## config.mk

```make
export PLATFORM = sky130hd
export DESIGN_NAME = seqctl_top
export DESIGN_NICKNAME = d
export VERILOG_FILES = /design/src/rtl/seqctl_pkg.sv /design/src/rtl/seqctl_opdec.sv /design/src/rtl/seqctl_next.sv /design/src/rtl/seqctl_outdec.sv /design/src/rtl/seqctl_top.sv
export SDC_FILE = /design/constraint.sdc
export NUM_CORES = 1
export LEC_CHECK = 0
export ABC_AREA = 1
export ABC_CLOCK_PERIOD_IN_PS = 1300
export CAP_MARGIN = 25
export CORE_MARGIN = 10
export CORE_UTILIZATION = 39
export CTS_CLUSTER_SIZE = 28
export DETAILED_ROUTE_END_ITERATION = 16
export PLACE_DENSITY = 0.83
export SLEW_MARGIN = 20
export SYNTH_ARGS = -nofsm -noshare
export SYNTH_HDL_FRONTEND = slang
export SYNTH_HIERARCHICAL = 1
export SYNTH_SLANG_ARGS = --single-unit
export TNS_END_PERCENT = 5
```

## constraint.sdc

```tcl
create_clock -name clk -period 1.3 [get_ports clk]
set_input_delay 0.26 -clock clk [delete_from_list [all_inputs] [get_ports clk]]
set_output_delay 0.26 -clock clk [all_outputs]
set_load 0.03 [all_outputs]
```

## src/rtl/seqctl_pkg.sv

```systemverilog
`timescale 1ns/100ps
// Shared types and encodings for the multicycle sequencer control.
// Assumes a 6-bit opcode field unless the top overrides its width.
package seqctl_pkg;

    // Machine states. The order carries no meaning.
    typedef enum logic [3:0] {
        ST_FETCH, ST_DECODE, ST_MADDR, ST_MREAD, ST_LDWB,
        ST_MWRITE, ST_REXE, ST_RWB, ST_BRANCH, ST_JUMP
    } phase_t;

    // Instruction class produced by the opcode decoder.
    typedef enum logic [2:0] {
        CL_REG, CL_LOAD, CL_STORE, CL_BEQ, CL_JUMP, CL_NONE
    } iclass_t;

    // Opcode values.
    localparam int OPC_REG   = 0;
    localparam int OPC_LOAD  = 35;
    localparam int OPC_STORE = 43;
    localparam int OPC_BEQ   = 4;
    localparam int OPC_JUMP  = 2;

    // ALU B-input sources.
    localparam logic [1:0] BSRC_REG   = 2'd0;
    localparam logic [1:0] BSRC_FOUR  = 2'd1;
    localparam logic [1:0] BSRC_IMM   = 2'd2;
    localparam logic [1:0] BSRC_IMMSH = 2'd3;

    // PC sources.
    localparam logic [1:0] PSRC_ALU = 2'd0;
    localparam logic [1:0] PSRC_OUT = 2'd1;
    localparam logic [1:0] PSRC_JMP = 2'd2;

    // ALU modes.
    localparam logic [1:0] AMODE_ADD  = 2'd0;
    localparam logic [1:0] AMODE_SUB  = 2'd1;
    localparam logic [1:0] AMODE_FUNC = 2'd2;

    // Full set of state-driven control lines.
    typedef struct packed {
        logic       pc_upd;
        logic       pc_upd_if_eq;
        logic       mem_addr_data;
        logic       mem_rd_en;
        logic       mem_wr_en;
        logic       rf_data_mdr;
        logic       ir_load;
        logic [1:0] pc_next_sel;
        logic [1:0] alu_mode;
        logic       alu_a_reg;
        logic [1:0] alu_b_sel;
        logic       rf_wr_en;
        logic       rf_dst_rd;
    } ctl_t;

endpackage

```

## src/rtl/seqctl_opdec.sv

```systemverilog
`timescale 1ns/100ps
// Maps the opcode field to an instruction class.
// Assumes the opcode is held steady by the instruction register.
module seqctl_opdec
    import seqctl_pkg::*;
#(
    parameter int OPC_W = 6
) (
    input  logic [OPC_W-1:0] opcode,
    output iclass_t          iclass
);

    // Compare against each known opcode; anything else is unsupported.
    always_comb begin
        iclass = CL_NONE;
        if (opcode == OPC_W'(OPC_REG))   iclass = CL_REG;
        if (opcode == OPC_W'(OPC_LOAD))  iclass = CL_LOAD;
        if (opcode == OPC_W'(OPC_STORE)) iclass = CL_STORE;
        if (opcode == OPC_W'(OPC_BEQ))   iclass = CL_BEQ;
        if (opcode == OPC_W'(OPC_JUMP))  iclass = CL_JUMP;
    end

endmodule

```

## src/rtl/seqctl_next.sv

```systemverilog
`timescale 1ns/100ps
// Next-state logic of the sequencer.
// Every terminal state returns to fetch. Decode dispatches on the class.
// The address state splits load from store on the same class.
module seqctl_next
    import seqctl_pkg::*;
(
    input  phase_t  cur,
    input  iclass_t iclass,
    output phase_t  nxt
);

    // Choose the successor of the current state.
    always_comb begin
        nxt = ST_FETCH;
        unique case (cur)
            ST_FETCH:  nxt = ST_DECODE;
            ST_DECODE: begin
                unique case (iclass)
                    CL_REG:   nxt = ST_REXE;
                    CL_LOAD:  nxt = ST_MADDR;
                    CL_STORE: nxt = ST_MADDR;
                    CL_BEQ:   nxt = ST_BRANCH;
                    CL_JUMP:  nxt = ST_JUMP;
                    default:  nxt = ST_FETCH;
                endcase
            end
            ST_MADDR:  nxt = (iclass == CL_STORE) ? ST_MWRITE : ST_MREAD;
            ST_MREAD:  nxt = ST_LDWB;
            ST_REXE:   nxt = ST_RWB;
            default:   nxt = ST_FETCH;
        endcase
    end

endmodule

```

## src/rtl/seqctl_outdec.sv

```systemverilog
`timescale 1ns/100ps
// Moore output decoder: state to control lines.
// Each line starts inactive and each state raises only its own lines.
module seqctl_outdec
    import seqctl_pkg::*;
(
    input  phase_t cur,
    output ctl_t   ctl
);

    // Build the control word for the current state.
    always_comb begin
        ctl = '0;
        unique case (cur)
            ST_FETCH: begin
                ctl.mem_rd_en   = 1'b1;
                ctl.ir_load     = 1'b1;
                ctl.alu_b_sel   = BSRC_FOUR;
                ctl.alu_mode    = AMODE_ADD;
                ctl.pc_next_sel = PSRC_ALU;
                ctl.pc_upd      = 1'b1;
            end
            ST_DECODE: begin
                ctl.alu_b_sel = BSRC_IMMSH;
                ctl.alu_mode  = AMODE_ADD;
            end
            ST_MADDR: begin
                ctl.alu_a_reg = 1'b1;
                ctl.alu_b_sel = BSRC_IMM;
                ctl.alu_mode  = AMODE_ADD;
            end
            ST_MREAD: begin
                ctl.mem_rd_en     = 1'b1;
                ctl.mem_addr_data = 1'b1;
            end
            ST_LDWB: begin
                ctl.rf_wr_en    = 1'b1;
                ctl.rf_data_mdr = 1'b1;
            end
            ST_MWRITE: begin
                ctl.mem_wr_en     = 1'b1;
                ctl.mem_addr_data = 1'b1;
            end
            ST_REXE: begin
                ctl.alu_a_reg = 1'b1;
                ctl.alu_b_sel = BSRC_REG;
                ctl.alu_mode  = AMODE_FUNC;
            end
            ST_RWB: begin
                ctl.rf_wr_en  = 1'b1;
                ctl.rf_dst_rd = 1'b1;
            end
            ST_BRANCH: begin
                ctl.alu_a_reg    = 1'b1;
                ctl.alu_b_sel    = BSRC_REG;
                ctl.alu_mode     = AMODE_SUB;
                ctl.pc_upd_if_eq = 1'b1;
                ctl.pc_next_sel  = PSRC_OUT;
            end
            ST_JUMP: begin
                ctl.pc_upd      = 1'b1;
                ctl.pc_next_sel = PSRC_JMP;
            end
            default: ctl = '0;
        endcase
    end

endmodule

```

## src/rtl/seqctl_top.sv

```systemverilog
`timescale 1ns/100ps
// Control state machine of a multicycle shared-memory datapath.
// Holds the state register, decodes the opcode and produces the control lines.
// The PC strobe is qualified with the ALU zero flag.
// Assumes the opcode is stable between fetches.
module seqctl_top
    import seqctl_pkg::*;
#(
    parameter int OPC_W = 6
) (
    input  logic             clk,
    input  logic             rst_n,
    input  logic [OPC_W-1:0] opcode,
    input  logic             zero,
    output logic             pc_upd,
    output logic             pc_upd_if_eq,
    output logic             pc_load,
    output logic             mem_addr_data,
    output logic             mem_rd_en,
    output logic             mem_wr_en,
    output logic             rf_data_mdr,
    output logic             ir_load,
    output logic [1:0]       pc_next_sel,
    output logic [1:0]       alu_mode,
    output logic             alu_a_reg,
    output logic [1:0]       alu_b_sel,
    output logic             rf_wr_en,
    output logic             rf_dst_rd
);

    phase_t  state_q;
    phase_t  state_d;
    iclass_t iclass;
    ctl_t    ctl;

    seqctl_opdec #(.OPC_W(OPC_W)) u_opdec (
        .opcode (opcode),
        .iclass (iclass)
    );

    seqctl_next u_next (
        .cur    (state_q),
        .iclass (iclass),
        .nxt    (state_d)
    );

    seqctl_outdec u_outdec (
        .cur (state_q),
        .ctl (ctl)
    );

    // State register with synchronous active-low reset into fetch.
    always_ff @(posedge clk) begin
        if (!rst_n) state_q <= ST_FETCH;
        else        state_q <= state_d;
    end

    // Drive the ports from the control word and gate the PC strobe.
    always_comb begin
        pc_upd        = ctl.pc_upd;
        pc_upd_if_eq  = ctl.pc_upd_if_eq;
        mem_addr_data = ctl.mem_addr_data;
        mem_rd_en     = ctl.mem_rd_en;
        mem_wr_en     = ctl.mem_wr_en;
        rf_data_mdr   = ctl.rf_data_mdr;
        ir_load       = ctl.ir_load;
        pc_next_sel   = ctl.pc_next_sel;
        alu_mode      = ctl.alu_mode;
        alu_a_reg     = ctl.alu_a_reg;
        alu_b_sel     = ctl.alu_b_sel;
        rf_wr_en      = ctl.rf_wr_en;
        rf_dst_rd     = ctl.rf_dst_rd;
        pc_load       = ctl.pc_upd | (ctl.pc_upd_if_eq & zero);
    end

endmodule

```

Word level (Yosys, flattened, before mapping)
Cells that the tools add are included.
Storage, ports and cells
  register bits after elaboration: 4
Cells by class
  equality and inequality tests: 17
  mux-type cells: 21
  bitwise operators: 2
  reductions and logical operators: 9
Operator list (count)
  4-bit one-hot mux with 5 select lines: 1
  3-bit 2-to-1 mux: 6
  4-bit by 3-bit equality test with 1-bit output, second input constant: 4
  4-bit one-hot mux with 4 select lines: 1
  6-bit equality test, second input constant: 2
  1-bit 2-to-1 mux: 10
  2-bit OR reduction: 5
  4-bit by 2-bit equality test with 1-bit output, second input constant: 2
  4-bit equality test, second input constant: 2
  2-bit one-hot mux with 2 select lines: 2
  3-bit by 2-bit equality test with 1-bit output, second input constant: 2
  6-bit by 2-bit equality test with 1-bit output, second input constant: 1
  6-bit by 3-bit equality test with 1-bit output, second input constant: 1
  6-bit zero test: 1
  2-bit one-hot mux with 3 select lines: 1
  4-bit by 1-bit equality test with 1-bit output, second input constant: 1
  4-bit zero test: 1
  3-bit by 1-bit equality test with 1-bit output, second input constant: 1
  3-bit equality test, second input constant: 1
  3-bit zero test: 1
  3-bit OR reduction: 1
  1-bit AND: 1
  1-bit OR: 1

Depth between registers and ports, before layout
  depth in word-level cells: 10
  gate-level depth with buffers: 12

By module
Netlist, hierarchy kept.
By module, submodules not included
  seqctl_next: times used 1, cells each 37, area each 168.9 sq um, sequential area each 0.0 sq um
  seqctl_outdec: times used 1, cells each 41, area each 160.2 sq um, sequential area each 0.0 sq um
  seqctl_top: times used 1, cells each 15, area each 121.4 sq um, sequential area each 80.1 sq um
  seqctl_opdec: times used 1, cells each 22, area each 101.3 sq um, sequential area each 0.0 sq um

Least setup slack after synthesis
Ideal clock, no wire load.
  path kind: register to output
  start: register state_q[0]
  end: output port pc_load
  arrival: 1.217 ns
  required time: 1.040 ns
  path slack: -0.177 ns
  cell stages (with the launch flop): 7
  path through: dfxtp_1 > inv_1 > nor2_2 > nand2_1 > nand2_1 > inv_1 > nand2_1
On the way
  longest elaborated chain between the ends: 4
  elaborated cells on any way between the ends: 8
RTL lines
  start, declared: line seqctl_top.sv:31  | phase_t state_q;
  start signal, assigned: line seqctl_top.sv:55  | else state_q <= state_d;
  4-bit equality test or 4-bit zero test (tied branches): line seqctl_outdec.sv:14  | unique case (cur)
  2-bit OR reduction (no line) *
  1-bit 2-to-1 mux *: line seqctl_outdec.sv:14
  net pc_upd: line seqctl_top.sv:15  | output logic pc_upd,
  1-bit OR *: line seqctl_top.sv:73  | pc_load = ctl.pc_upd | (ctl.pc_upd_if_eq & zero);
  end, declared: line seqctl_top.sv:17  | output logic pc_load,
The timed path passes the listed nets; every way through them passes the cells marked *.

Worst setup path after layout
  start: register state_q[0]
  end: output port pc_load
On the way
  longest elaborated chain between the ends: 4
  elaborated cells on any way between the ends: 8
RTL lines (line)
  4-bit equality test or 4-bit zero test (tied branches): seqctl_outdec.sv:14
  2-bit OR reduction (no line) or 1-bit 2-to-1 mux (tied branches)
  1-bit 2-to-1 mux or 1-bit AND (tied branches): seqctl_outdec.sv:14, seqctl_top.sv:73
  1-bit OR *: seqctl_top.sv:73
Every way passes the cells marked *; elsewhere a longest branch is shown, timed or not.

==> summary.txt <==
WS Path Type - reg2out
mean post-synth cell area - 4.80 um^2
DRC - 0
RSZ-0062 raised after global routing - yes
Clock transition at path regs - 0.04 ns
TritonRoute pass-1 iters - 4
vias in the first global route - 694
met2 GRT Util - 20.4%
GRT overflow - 0
crit-path max FO - 4
hold_sp - rst_n
Mapped Nets - 124
DIE WIDTH - 57.6 um
Required @ worst endpoint - 1.04 ns
drt total wl - 1780 um
CTS buffer count - 3
reg-to-reg startpoint - state_q[2]
fmax - 693 MHz
Ys Warns - 6
Top Registers - state_q x4
CTS Root Cell - clkbuf_4
Final period util - 111%
clock latency on the worst-skew pair - 0.23 ns
layout cell share with drive strength beyond 1 - 47.3%
Leak - 0.557 nW
global-route wire length before repair - 2840 um
Core ar. - 0.00132 mm^2
initial antenna violation count - 0
CTS tree - yes
CTS H-Tree Depth - 1
max reg flops - 4
Top reg by flops - state_q
gpl congestion - 0.816
CP Launch Type - flop
Die Y-Extent - 57.6 um
Port Buf Inserts - 25
Hold EP - state_q[1]
actual slew at the worst max-slew pin - 0.201 ns
die footprint - 0.00332 mm^2
fin nets - 159
violated checks - setup timing
Overall Global Routing Usage - 10.4%
worst hold path depth - 3
filler cell count - 109
final worst slack - -0.143 ns
R2R depth - 8
RR Endpoint - state_q[2]
fin crit period - 1.44 ns
Max Slew Vio Count - 0
Starting Density - 41.9%
setup tns final - -0.894 ns
Via density - 4.48
1st-iter DRT viols - 21
DP Wirelength - 1310 um
post-synth cell types - 14
Area Overhead vs Synth - 74.6%
Synth Register Bits - 4
crit end category - output pin
largest net degree at the start of global routing - 7
final hold violations - 0
met1 usage - 8.86%
status - finished, violations left
Ant. Diodes - 0
PwrDens - 519 mW/mm^2
I/O pin count - 26
WL per Instance - 10.9 um
flop2flop setup slack - 0.20 ns
final setup vio count - 15
Most Crowded Layer GR - met2
peak supply drop - 0.274 mV
Netlist Area Pre-Place - 552 um^2
Clock Skews - 0.00367 ns
Power, Total - 0.500 mW
post-route ant nets - 0
type of the most critical hold path - in2reg
Syn Inst Count - 115
Max-Cap Viols - 0
clk sinks - 4
post-synthesis sequential area ratio - 14.5%
met3 Track Usage GR - 3.05%
via count of the routed design - 731
worst slack at placement - -0.368 ns
# rows - 13
Max clock buf depth - 2
relative slew slack - 86.5%
CP Data Arrival Time - 1.18 ns
layout by cell type, fill, tap and decap left out:
cell / count
clkdlybuf4s50_1: 2
clkbuf_4: 3
nor2_4: 5
nand3_1: 5
nor2_1: 13
clkdlybuf4s15_1: 2
o21ai_0: 1
inv_2: 13
a21oi_1: 2
nand3b_1: 2
inv_1: 16
buf_4: 9
buf_6: 14
dlygate4sd2_1: 4
nand2_2: 10
inv_4: 2
dfxtp_4: 4
nand2_1: 31
nor2_2: 9
nand3_2: 1
worst max-delay path: stages, from the launching register on:
cell and delay, ns:
dfxtp_4 0.36, nor2_4 0.15, nand2_2 0.10, nand2_2 0.09, inv_2 0.04, nand2_2 0.07
buf_6 0.13
routing by layer:
metal / share of wire (%) / vias up
li1: - / 397
met1: 34 / 305
met2: 58 / 27
met3: 6.9 / 2
met4: 1.3 / 0
met5: 0 / -
cell families after synthesis:
| kind of cell | synth area share [%] |
|---|---|
| compound gates | 2.72 |
| buf+inv | 22.4 |
| flops | 14.5 |
| simple gates | 60.3 |
per-stage QoR:
step | util [%] | area, um^2 | cells | hold WS (ns)
2_1_floorplan | - | 557 | 115 | 0.353
3_3_place_gp | 62.3 | 821 | 160 | 0.784
3_5_place_dp | 62.3 | 821 | 160 | 0.789
4_1_cts | 71.1 | 937 | 163 | 0.622
5_1_grt | 73.1 | 963 | 163 | 0.664
6_report | 73.1 | 963 | 163 | 0.628
what timing repair did:
action / 4_1_cts / 5_1_grt
setup endpoints to repair: 21 / 19
buffers inserted: 0 / 0
pin swaps: 11 / 4
resized for setup: 43 / 15
hold buffers: 0 / 0
where the power goes:
group,leakage (nW),switching (mW),internal (mW)
clock network,0.0138,0.0440,0.103
logic,0.508,0.130,0.0931
registers,0.0355,0.00796,0.122
cell type report:
type	instances	area (um^2)	area share, %
multi-input cells	79	405	42.1
inverters	31	121	12.6
flip-flops and latches	4	95.1	9.87
repair buffers	31	300	31.2
well taps	15	18.8	1.95
clock buffers	3	22.5	2.34
worst max-delay path by stage:
stage               startpoint         end  cells after the start
finish              state_q[0]     pc_load                      6
global route        state_q[0]     pc_load                      6
CTS                 state_q[0]     pc_load                      7
detailed placement   opcode[1]  state_q[0]                     13
global placement     opcode[5]  state_q[0]                     13
floorplan           state_q[0]     pc_load                      6
Yosys cell counts, drive strengths merged:
cell type   n  area share (%)
nand3b      2             2.7
nand2      41              30
o21ai       1            0.91
buf         1             1.4
nor2       27              22
a21oi       2             1.8
nand3       6             6.3
inv        31              21
dfxtp       4              15
Power figures use the tool's default switching activity.
